==> src/rtl/pulse_gap_pkg.sv <==
package pulse_gap_pkg;
  typedef enum logic [1:0] {
    FILL_NONE = 2'd0,
    FILL_ZERO = 2'd1,
    FILL_LAST = 2'd2,
    FILL_RSVD = 2'd3
  } fill_mode_e;
endpackage

==> src/rtl/edge_sense.sv <==
module edge_sense #(
  parameter int W = 1
) (
  input  logic         clk,
  input  logic [W-1:0] lvl,
  output logic [W-1:0] evt
);
  logic [W-1:0] lvl_q;

  // copy follows the wire at all times, so reset never creates a false event
  always_ff @(posedge clk) lvl_q <= lvl;

  assign evt = lvl ^ lvl_q;
endmodule

==> src/rtl/gap_lane.sv <==
module gap_lane #(
  parameter int CW  = 4,
  parameter int CPW = 2
) (
  input  logic              clk,
  input  logic              rst,
  input  logic              tog,
  input  logic              open_q,
  input  logic              blk_start,
  input  logic              fill,
  input  logic              fill_last,
  output logic [CPW*CW-1:0] chunks,
  output logic              done,
  output logic              stray
);
  localparam int IW = $clog2(CPW + 1);

  logic [CPW-1:0][CW-1:0] slot_q;
  logic [IW-1:0]          idx_q;
  logic [CW-1:0]          cnt_q;
  logic [CW-1:0]          last_q;

  logic [IW-1:0] cur_idx;
  logic [IW-1:0] post_idx;
  logic          done_eff;
  logic          accept;
  logic [CW-1:0] cap_val;
  logic [CW-1:0] fill_val;

  assign done     = (idx_q == IW'(CPW));
  assign done_eff = blk_start ? 1'b0 : done;
  assign cur_idx  = blk_start ? '0 : idx_q;
  assign accept   = tog && (open_q || blk_start) && !done_eff;
  assign stray    = tog && !accept;
  assign post_idx = cur_idx + IW'(accept);
  assign cap_val  = blk_start ? '0 : cnt_q;
  assign fill_val = fill_last ? (accept ? cap_val : last_q) : '0;
  assign chunks   = slot_q;

  always_ff @(posedge clk) begin
    if (rst) begin
      slot_q <= '0;
      idx_q  <= '0;
      cnt_q  <= '0;
      last_q <= '0;
    end else begin
      if (blk_start) begin
        idx_q <= '0;
        cnt_q <= CW'(1);
      end else begin
        cnt_q <= cnt_q + CW'(1);
      end
      if (accept) begin
        last_q <= cap_val;
        cnt_q  <= '0;
        idx_q  <= post_idx;
      end
      for (int j = 0; j < CPW; j++) begin
        if (accept && (IW'(j) == cur_idx)) slot_q[j] <= cap_val;
        if (fill && (IW'(j) >= post_idx))  slot_q[j] <= fill_val;
      end
      if (fill) idx_q <= IW'(CPW);
    end
  end
endmodule

==> src/rtl/block_sequencer.sv <==
module block_sequencer
  import pulse_gap_pkg::*;
#(
  parameter int LANES = 16
) (
  input  logic             clk,
  input  logic             rst,
  input  logic             rs_evt,
  input  logic [1:0]       mode_sel,
  input  logic [LANES-1:0] lane_done,
  input  logic [LANES-1:0] lane_stray,
  output logic             open_q,
  output logic             blk_start,
  output logic             fill,
  output logic             fill_last,
  output logic             ready_q,
  output logic             err_q
);
  fill_mode_e mode_q;
  logic all_done;
  logic pending;
  logic skip_req;
  logic bad_skip;

  assign all_done  = &lane_done;
  assign pending   = open_q && !all_done;
  assign blk_start = rs_evt && !pending && !rst;
  assign skip_req  = rs_evt && pending;
  assign fill      = skip_req && (mode_q == FILL_ZERO || mode_q == FILL_LAST);
  assign bad_skip  = skip_req && !fill;
  assign fill_last = (mode_q == FILL_LAST);

  always_ff @(posedge clk) begin
    if (rst) begin
      open_q  <= 1'b0;
      mode_q  <= FILL_NONE;
      ready_q <= 1'b0;
      err_q   <= 1'b0;
    end else begin
      ready_q <= open_q && all_done;
      err_q   <= err_q | bad_skip | (|lane_stray);
      if (blk_start) begin
        open_q <= 1'b1;
        mode_q <= fill_mode_e'(mode_sel);
      end else if (all_done) begin
        open_q <= 1'b0;
      end
    end
  end
endmodule

==> src/rtl/pulse_gap_rx.sv <==
module pulse_gap_rx #(
  parameter int LANES = 16,
  parameter int CW    = 4,
  parameter int CPW   = 2
) (
  input  logic                      clk,
  input  logic                      rst,
  input  logic [1:0]                mode_sel,
  input  logic                      rs_wire,
  input  logic [LANES-1:0]          data_wire,
  output logic [LANES*CPW*CW-1:0]   blk_data,
  output logic                      blk_ready,
  output logic                      proto_err
);
  localparam int LANE_W = CPW * CW;
  localparam int BLK_W  = LANES * LANE_W;

  logic             rs_evt;
  logic [LANES-1:0] d_evt;
  logic [LANES-1:0] lane_done;
  logic [LANES-1:0] lane_stray;
  logic             open_q;
  logic             blk_start;
  logic             fill;
  logic             fill_last;
  logic [BLK_W-1:0] blk_int;

  edge_sense #(.W(1)) u_rs_edge (
    .clk(clk), .lvl(rs_wire), .evt(rs_evt)
  );

  edge_sense #(.W(LANES)) u_data_edge (
    .clk(clk), .lvl(data_wire), .evt(d_evt)
  );

  block_sequencer #(.LANES(LANES)) u_seq (
    .clk(clk), .rst(rst), .rs_evt(rs_evt), .mode_sel(mode_sel),
    .lane_done(lane_done), .lane_stray(lane_stray),
    .open_q(open_q), .blk_start(blk_start), .fill(fill),
    .fill_last(fill_last), .ready_q(blk_ready), .err_q(proto_err)
  );

  for (genvar w = 0; w < LANES; w++) begin : g_lane
    gap_lane #(.CW(CW), .CPW(CPW)) u_lane (
      .clk(clk), .rst(rst), .tog(d_evt[w]), .open_q(open_q),
      .blk_start(blk_start), .fill(fill), .fill_last(fill_last),
      .chunks(blk_int[w*LANE_W +: LANE_W]),
      .done(lane_done[w]), .stray(lane_stray[w])
    );
  end

  assign blk_data = blk_int;
endmodule

==> config.mk <==
export PLATFORM = sky130hd
export DESIGN_NAME = pulse_gap_rx
export DESIGN_NICKNAME = d
export VERILOG_FILES = /design/src/rtl/pulse_gap_pkg.sv /design/src/rtl/edge_sense.sv /design/src/rtl/gap_lane.sv /design/src/rtl/block_sequencer.sv /design/src/rtl/pulse_gap_rx.sv
export SDC_FILE = /design/constraint.sdc
export NUM_CORES = 1
export LEC_CHECK = 0
export ABC_AREA = 0
export BUFFER_PORTS_ARGS = -buffer_cell sky130_fd_sc_hd__buf_2
export CAP_MARGIN = 40
export CORE_ASPECT_RATIO = 1.4
export CORE_MARGIN = 1
export CORE_UTILIZATION = 54
export DETAILED_ROUTE_END_ITERATION = 16
export PLACE_DENSITY = 0.77
export SLEW_MARGIN = 20
export SYNTH_ARGS = -nofsm -noshare
export SYNTH_HDL_FRONTEND = slang
export SYNTH_SLANG_ARGS = --single-unit
export TNS_END_PERCENT = 20
==> constraint.sdc <==
create_clock -name clk -period 3.2 [get_ports clk]
set_input_delay 0.16 -clock clk [delete_from_list [all_inputs] [get_ports clk]]
set_output_delay 0.16 -clock clk [all_outputs]
set_load 0.01 [all_outputs]
==> summary.txt, run 1 <==
Run status
  • Outcome: finished, final reports clean

Detailed routing
  • Final wirelength: 45,360 um
  • Routed vias: 14,220
  • WL per Instance: 20.16 um
  • Top sig layer: met4
  • Met3 WL: 3168 um
  • Vias per cell: 6.321
  • Starting DRT DRC Count: 1,100
  • DRC Markers: 0
  • Pre-Repair DR Iteration Count: 5
  • Post-route antenna net violation count: 0
  • Met1 wire length: 17,210 um
  • Met2 routed WL: 22,610 um

Yosys
  • Synth Area in Simple Gates: 18.97%
  • Syn Nets: 1,680
  • Leading area contributor after synthesis: dfxtp_1
  • Synth Area per Inst: 9.023 sq um
  • Sequential share of the synthesized area: 42.27%
  • Synth Cell Area: 0.01468 sq mm
  • Post-Synth Adder-Cell Area: 2.727%
  • Main combinational cell family by area after synthesis: compound AO/OA/AOI/OAI gates
  • Most used flip-flop cell after synthesis: dfxtp_1
  • Mux contribution to synthesized area: 4.151%
  • Syn Inst Count: 1,627
  • Unique masters post-synth: 79
  • Top cell type's share of synthesized area: 42.27%
  • Synth top area cells: dfxtp_1 42%, mux2i_1 3.6%, nor2_1 3.2%
  • Yosys warnings: 0
  • EDFF count, synth: 0
  • Compound-cell area share of the yosys netlist: 22.93%
  • Post-synthesis register bit count: 310
  • Synth Area in XOR/XNOR: 4.875%
  • Fraction of registers with async set/reset: 0%

Global routing
  • Vias in the first global route: 13,600
  • First-pass GRT wire length: 70,880 um
  • Grt ovf: 0
  • Total track usage: 31.96%
  • Initial antenna violation count: 0
  • Largest net degree at the start of global routing: 190

STA
  • Slew @ Worst Pin: 0.9658 ns
  • Endpoints failing hold: 0
  • Final setup vio count: 0
  • Setup Skew: 0.02152 ns
  • Fmax: 0.3187 GHz
  • Fin crit share: 98.06%
  • Slew headroom: 35.62%
  • Max Slew Vio Count: 0
  • Post-layout minimum cycle time: 3.138 ns
  • Unrepaired setup endpoints after global routing: true

Place
  • Final Wtd Congestion: 0.9355
  • Dpl cell area: 0.01643 sq mm
  • Cells after DPL: 2,169
  • Dpl hpwl: 31,950 um
  • Port Buffer Count: 150

Cells and area
  • Fillers: 2,196
  • Multi-input logic area: 0.008004 sq mm
  • Layout overhead on the synthesized area: 21.35%
  • Most frequent cells in the layout: 309 x dfxtp_1, 151 x buf_2, 125 x nor2_1
  • Post-Layout Inst Area: 0.01781 sq mm
  • Post-Route Utilization: 66.40%
  • # diodes: 0
  • Register area: 0.006207 sq mm
  • Layout cells sized above 1: 20.48%
  • Post-Layout Cell Count: 2,250
  • Commonest non-fill, non-tap cell in the layout: dfxtp_1
  • Final-stage net count: 1,916

Worst setup path
  • CP endpoint kind: flip-flop
  • Worst path required time: 3.65 ns
  • WS Path Type: flip-flop to flip-flop
  • Highest-delay cell along the critical path: a2111oi_1
  • Crit path DAT: 3.59 ns
  • Bufs and invs on worst path: 1
  • Slowest stage delay, CP: 0.40 ns
  • Crit-path max FO: 11
  • Critical path launch point type: flip-flop
  • Crit path cell chain: and4bb_2 > nand4_4 > o21ai_4 > nand2_4 > buf_4 > and2_1 > ha_1 > xor2_1 > or2_2 > o21ai_1 > a31oi_1 > a2111oi_1
  • CP delay by family, top: simple AND/OR/NAND/NOR gates

Floorplanning
  • Core Region: 0.02683 sq mm
  • Die Ht: 197.1 um
  • Row count: 71
  • Num ports: 151
  • Die area: 0.02786 sq mm
  • Die width: 141.4 um
  • Starting density of the core: 54.72%

Clock tree
  • Sink Count: 310
  • Clk buf depth: 3
  • Worst-path clk slew: 0.07 ns
  • CTS tree: built
  • CTS root buf: clkbuf_16
  • H-tree depth: 1
  • Worst skew pair latency: 0.58 ns
  • CTS buffer count: 29

Pwr
  • Final Total Pwr: 9.542 mW
  • Leakage power: 7.273 nW
  • Worst VDD drop: 0.0004330 V
  • Pwr/cell area: 535.6 mW/mm^2

Job
  • Max-capacitance violation count: 0

Hold path
  • Hold WC Path Type: input pin to flip-flop
worst min-delay path, cell delays in order:
cell and delay [ns]:
buf_6 0.11, buf_12 0.26, nor2_1 0.16
routing by layer:
metal  up-vias  global-route usage (%)
met5         -                       0
met4         0                   19.08
li1       6544                       -
met1      6814                   36.92
met2       703                   55.54
met3       161                   5.018
cell usage after synthesis (21+ instances only):
master	n
mux2i_1	53
xnor2_1	40
a31oi_1	46
o22ai_1	61
inv_1	58
and3_1	30
clkbuf_1	39
o21ai_0	44
nand2b_1	24
nand3_1	53
nor2_1	126
dfxtp_1	310
a221oi_1	21
and2_1	41
o211ai_1	24
buf_2	38
a21oi_1	54
ha_1	32
a211oi_1	34
xor2_1	38
a22oi_1	57
nand2_1	99
nor3_1	61
registers in the layout (all words and copies together), names as in the netlist:
register              cells
g_lane.u_lane.chunks    128
u_seq.mode_q              2
g_lane.u_lane.cnt_q      64
u_seq.err_q               1
u_seq.open_q              1
u_rs_edge.lvl_q           1
u_data_edge.lvl_q        16
g_lane.u_lane.last_q     64
g_lane.u_lane.idx_q      32
u_seq.ready_q             1
cell type report:
cell class / instances / share of cell area (%)
Clock buffer: 39 / 4.509
Clock inverter: 14 / 1.173
Inverter: 58 / 1.222
Multi-Input combinational cell: 1174 / 44.93
Sequential cell: 310 / 34.84
Tap cell: 365 / 2.564
Timing Repair Buffer: 290 / 10.76
path summary, 6_finish.rpt:
kind | start | to | slack [ns] | depth (start not counted)
max | g_lane[14].u_lane.idx_q[0] | g_lane[2].u_lane.chunks[0] | 0.06 | 12
min | rst | g_lane[15].u_lane.last_q[1] | 0.17 | 3
max reg2reg | g_lane[14].u_lane.idx_q[0] | g_lane[2].u_lane.chunks[0] | 0.06 | 12
min reg2reg | g_lane[0].u_lane.chunks[0] | g_lane[0].u_lane.chunks[0] | 0.47 | 2
report_power, final:
group	internal (mW)	leakage (nW)	switching (mW)
registers	4.04	2.52	0.157
clock network	2.17	0.497	1.53
logic	0.623	4.26	1.03
per-stage QoR:
step	hold WS [ns]	worst slack, ns	setup TNS (ns)
5_1_grt	0.2452	-0.06117	-0.2306
4_1_cts	0.2383	0.03271	0
3_3_place_gp	0.2871	0.1132	0
6_report	0.1670	0.06203	0
2_1_floorplan	0.1877	-0.03026	-0.03026
3_5_place_dp	0.2892	-0.04446	-0.08001
what timing repair did:
action	in CTS	in global routing
hold buffers	19	0
gates resized for setup	3	25
endpoints found under the setup margin	4	42
pin swaps	0	6
buffers inserted	0	7
hold endpoints to repair	19	0
logic make-up after synthesis:
| group | count (synthesis) |
|---|---|
| xor gates and xnor gates | 80 |
| AOI/OAI and AO/OA | 472 |
| adders and majority gates | 32 |
| muxes | 60 |
| buffers and inverters | 143 |
| and+or+nand+nor | 530 |
| DFF | 310 |
No activity file was read; power rests on OpenSTA's default activity.
==> inputs of run 2 (changes only) <==
- SETUP_SLACK_MARGIN: unset -> 0.4
- clock period: 3.2 -> 2.8 ns (I/O delays scaled with it)
==> run 2 against run 1 <==
  * The run now ends with setup timing left
  * Maximum frequency rose by 2.5%
  * Utilization rose by 7.4 points
  * Cell area rose by 11%
  * Critical endpoint is now g_lane[5].u_lane.chunks[1]
  * Largest power group unchanged
  * Highest routed layer unchanged
==> summary.txt, run 2 (synthesis results as in run 1) <==
STA
  • Endpoints failing hold: 0
  • Slew headroom: 37.55%
  • Setup Skew: 0.02859 ns
  • Setup TNS: -6.423 ns
  • Unrepaired setup endpoints after global routing: true
  • Post-layout minimum cycle time: 3.061 ns
  • Fmax: 0.3267 GHz
  • Fin crit share: 109.3%
  • Final setup vio count: 61
  • Final setup margin: -0.2612 ns
  • Slew @ Worst Pin: 0.9357 ns
  • Max Slew Vio Count: 0

Detailed routing
  • Routed vias: 15,400
  • Pre-Repair DR Iteration Count: 8
  • Post-route antenna net violation count: 0
  • Final wirelength: 51,770 um
  • Starting DRT DRC Count: 1,601
  • WL per Instance: 21.93 um
  • Vias per cell: 6.524
  • DRC Markers: 0

Worst setup path
  • Worst reg-to-reg setup slack: -0.26 ns
  • Crit path DAT: 3.55 ns
  • WS Path Type: flip-flop to flip-flop
  • Worst path required time: 3.29 ns
  • Crit-path max FO: 8
  • CP endpoint kind: flip-flop
  • Critical path launch point type: flip-flop

Global routing
  • First-pass GRT wire length: 75,840 um
  • Initial antenna violation count: 0
  • Total track usage: 34.46%
  • Vias in the first global route: 14,550
  • Grt ovf: 0
  • Largest net degree at the start of global routing: 164

Cells and area
  • Final-stage net count: 2,025
  • Layout cells sized above 1: 32.72%
  • Multi-input logic area: 0.009081 sq mm
  • Commonest non-fill, non-tap cell in the layout: dfxtp_1
  • Fillers: 1,798
  • Max reg flops: 128
  • Register area: 0.006211 sq mm
  • # diodes: 0
  • Layout overhead on the synthesized area: 34.91%
  • Most frequent cells in the layout: 306 x dfxtp_1, 202 x buf_4, 150 x buf_2

Pwr
  • Worst VDD drop: 0.0005390 V
  • Pwr/cell area: 578.8 mW/mm^2
  • Final Total Pwr: 11.46 mW
  • Leakage power: 7.908 nW

Floorplanning
  • Core Region: 0.02683 sq mm
  • Die width: 141.4 um
  • Num ports: 151
  • Row count: 71
  • Die area: 0.02786 sq mm
  • Starting density of the core: 54.72%
  • Die Ht: 197.1 um

Place
  • Port Buffer Count: 150
  • Dpl hpwl: 33,400 um
  • Final Wtd Congestion: 1.021

Clock tree
  • CTS tree: built
  • CTS buffer count: 31
  • H-tree depth: 1
  • CTS root buf: clkbuf_16
  • Worst skew pair latency: 0.60 ns
  • Sink Count: 310
  • Worst-path clk slew: 0.07 ns
  • Clk buf depth: 3

Run status
  • Outcome: finished with violations
  • Failing checks: setup timing

Hold path
  • Hold WC Path Type: input pin to flip-flop

Job
  • Max-capacitance violation count: 0
==> run 2: changes by cell type in the layout (fill, tap and decap cells not counted), sizes merged <==
| cell | change |
|---|---|
| bufinv | -3 |
| clkinv | +1 |
| inv | -1 |
| clkinvlp | +1 |
| buf | +107 |
| clkbuf | +6 |
==> run 2: routing by layer <==
metal  global-route usage, %  up-vias  share of wire (%)
li1                        -     6765                  -
met4                   21.34        0                6.9
met2                   59.11      990                 48
met1                   39.56     7318                 36
met3                   6.327      330                8.9
met5                       0        -                  0
==> run 2: power breakdown <==
| part | switching, mW | internal (mW) | total (mW) |
|---|---|---|---|
| registers | 0.195 | 4.61 | 4.81 |
| logic | 1.40 | 1.02 | 2.42 |
| clock network | 1.84 | 2.38 | 4.23 |
| total | 3.44 | 8.02 | 11.5 |
==> run 2: worst max-delay path, stage by stage (launching register included) <==
cell and delay (ns):
dfxtp_1 0.41, and4bb_2 0.35, nand4_4 0.16, o21ai_4 0.25, nand2_8 0.10, buf_4 0.17
and2_4 0.13, ha_4 0.24, nor4_4 0.30, a21boi_4 0.29, a2111oi_4 0.08, and2_1 0.18
a211o_1 0.26
==> run 2: through the flow <==
stage                     util, %  instance area (sq um)  hold slack (ns)  cells  setup WS, ns
final                       73.82                  19810          0.07413   2361       -0.2612
after global routing        73.82                  19810          0.05752   2361       -0.3024
after CTS                   71.01                  19050          0.03366   2338     -0.002472
after detailed placement    63.66                  17080           0.2711   2238       -0.2067
after global placement      63.66                  17080           0.2663   2238       -0.1207
after floorplan                 -                  14830           0.1677   1627       -0.2858
==> run 2: final timing paths <==
kind / endpoint / startpoint / depth (start not counted)
hold / removal: g_lane[11].u_lane.last_q[2] / rst / 3
setup reg to reg: g_lane[5].u_lane.chunks[1] / g_lane[6].u_lane.idx_q[1] / 12
setup / recovery: g_lane[5].u_lane.chunks[1] / g_lane[6].u_lane.idx_q[1] / 12
hold reg to reg: g_lane[14].u_lane.chunks[5] / g_lane[14].u_lane.chunks[5] / 2
==> run 2: area by class of cell <==
cell class / instances / share of cell area, %
clock buffer: 45 / 4.485
clock inverter: 12 / 0.6381
inverter: 58 / 1.099
multi-input combinational: 1174 / 45.85
sequential: 310 / 31.36
tap: 365 / 2.306
timing repair buffer: 397 / 14.26
==> run 2: repair_timing <==
action | 4_1_cts | 5_1_grt
setup buffers | 24 | 22
gates resized for setup | 120 | 113
hold buffers | 19 | 0
cloned | 0 | 0
hold endpoints to repair | 20 | 0
setup endpoints to repair | 164 | 154
pin swaps | 86 | 68
==> inputs of run 3 (changes only) <==
- PLACE_DENSITY: 0.77 -> unset
- PLACE_DENSITY_LB_ADDON: unset -> 0.08
==> run 3 against run 2 <==
  * Cell area decreased by 0.60%
  * Worst hold slack gained 0.041 ns
  * The run still ends with setup timing left
  * Non-clock buffer count down 5
  * Largest power group unchanged
  * Utilization fell by 0.44 points
  * Global-route usage decreased by 0.28 points
  * Critical path depth is 2 higher
  * Total power down 0.74%
  * Sequential cell count unchanged
==> summary.txt, run 3 (synthesis results as in run 1) <==
Run status
  • Outcome: finished with violations
  • Failing checks: setup timing

Clock tree
  • Sink Count: 310
  • Worst skew pair latency: 0.58 ns
  • H-tree depth: 1
  • CTS root buf: clkbuf_16
  • Clk buf depth: 3
  • Worst-path clk slew: 0.06 ns
  • CTS buffer count: 31
  • CTS tree: built

Cells and area
  • Post-Route Utilization: 73.38%
  • Most frequent cells in the layout: 307 x dfxtp_1, 201 x buf_4, 149 x buf_2
  • Layout cells sized above 1: 31.88%
  • Commonest non-fill, non-tap cell in the layout: dfxtp_1
  • Layout overhead on the synthesized area: 34.10%
  • Post-Layout Inst Area: 0.01969 sq mm
  • Final-stage net count: 2,020
  • Max reg flops: 128
  • # diodes: 0
  • Fillers: 2,021

Pwr
  • Seq pwr share: 42.2%
  • Clock network power share: 37.5%
  • Switching portion of total power: 28.97%
  • Switching power: 3.296 mW
  • Part of the power in combinational logic: 20.3%
  • Internal power: 8.082 mW
  • Pwr/cell area: 578.0 mW/mm^2
  • Worst VDD drop: 0.0004820 V
  • Leakage power: 7.897 nW

Worst setup path
  • WS Path Type: flip-flop to flip-flop
  • Most frequent CP cell: o21ai_4
  • CP endpoint kind: flip-flop
  • Worst path required time: 3.28 ns
  • Slowest stage delay, CP: 0.35 ns
  • Crit-path max FO: 4
  • Critical path launch point type: flip-flop
  • Crit path DAT: 3.35 ns
  • Crit path cell chain: and4bb_2 > nand4_4 > o21ai_4 > nand2_4 > buf_8 > buf_4 > and2_4 > ha_4 > xor2_4 > nor4_4 > o21ai_4 > nor2_4 > o21ai_1 > a311oi_1
  • Highest-delay cell along the critical path: and4bb_2

Detailed routing
  • Final wirelength: 48,510 um
  • Post-route antenna net violation count: 0
  • Starting DRT DRC Count: 1,023
  • Routed vias: 14,440
  • DRC Markers: 0
  • WL per Instance: 20.61 um
  • Pre-Repair DR Iteration Count: 5
  • Vias per cell: 6.136

Floorplanning
  • Starting density of the core: 54.72%
  • Num ports: 151
  • Core Region: 0.02683 sq mm
  • Die width: 141.4 um
  • Die area: 0.02786 sq mm
  • Die Ht: 197.1 um
  • Row count: 71

STA
  • Post-layout minimum cycle time: 2.870 ns
  • Final setup margin: -0.06963 ns
  • Slew @ Worst Pin: 0.8622 ns
  • Slew headroom: 42.46%
  • Endpoints failing hold: 0
  • Fin crit share: 102.5%
  • Unrepaired setup endpoints after global routing: true
  • Fmax: 0.3485 GHz
  • Setup Skew: 0.01560 ns
  • Final setup vio count: 7
  • Setup TNS: -0.2680 ns
  • Max Slew Vio Count: 0

Global routing
  • Total track usage: 34.18%
  • Initial antenna violation count: 0
  • First-pass GRT wire length: 75,180 um
  • Largest net degree at the start of global routing: 156
  • Vias in the first global route: 14,140
  • Grt ovf: 0

Job
  • Max-capacitance violation count: 0

Place
  • DP Worst Slack: -0.1399 ns
  • Dpl cell area: 0.01709 sq mm
  • Port Buffer Count: 150
  • Final Wtd Congestion: 0.9138
  • Dpl hpwl: 33,320 um

Hold path
  • Hold WC Path Type: input pin to flip-flop
## run 3: cell type report
type                            instances  area, sq um  area share (%)
Clock buffer                           44        894.6           4.544
Clock inverter                         11        143.9          0.7309
Multi-Input combinational cell       1174         9010           45.77
Timing Repair Buffer                  392         2754           13.99
Inverter                               58        217.7           1.106
Sequential cell                       310         6210           31.54
Tap cell                              365        456.7           2.320
## run 3: per-stage QoR
step	hold slack, ns	total power [mW]	std cells
2_1_floorplan	0.1677	5.969	1627
3_3_place_gp	0.2656	6.781	2243
3_5_place_dp	0.2713	6.812	2243
4_1_cts	0.09274	11.27	2338
5_1_grt	0.1097	11.79	2354
6_report	0.1153	11.38	2354
## run 3: worst paths after layout
kind                               from                           to  slack (ns)  cells after the start
max           g_lane[9].u_lane.idx_q[0]  g_lane[10].u_lane.chunks[1]       -0.07                     14
min                                 rst  g_lane[13].u_lane.last_q[2]        0.12                      3
max reg2reg   g_lane[9].u_lane.idx_q[0]  g_lane[10].u_lane.chunks[1]       -0.07                     14
min reg2reg  g_lane[6].u_lane.chunks[3]   g_lane[6].u_lane.chunks[3]        0.46                      2
## run 3: power by group through the flow
stage | combinational [mW] | clock [mW] | sequential, mW
finish | 2.31 | 4.27 | 4.80
detailed placement | 1.93 | 0 | 4.88
CTS | 2.17 | 4.31 | 4.79
global route | 2.46 | 4.51 | 4.82
global placement | 1.91 | 0 | 4.87
floorplan | 1.08 | 0 | 4.89
## run 3: timing repair
action                                  4_1_cts  5_1_grt
pin swaps                                   117       77
resized for setup                           139       70
setup buffers                                20       16
endpoints found under the setup margin      124      143
hold endpoints to repair                     20        0
hold buffers                                 20        0
## run 3: routing by layer
metal  track usage [%]  vias up  wire length [um]
met5                 0        -                 0
met4             15.78        0              1867
met3             5.091      133              3373
met2             60.60      553             24470
met1             40.40     7015             18810
li1                  -     6743                 -
## run 3: worst max-delay path: cells and delay by family (launching register included)
family	cells	cell delay, ns
AOI/OAI and AO/OA	4	0.70
xor gates and xnor gates	1	0.17
adders and majority gates	1	0.17
buffers and inverters	2	0.29
DFF	1	0.31
and+or+nand+nor	6	1.14
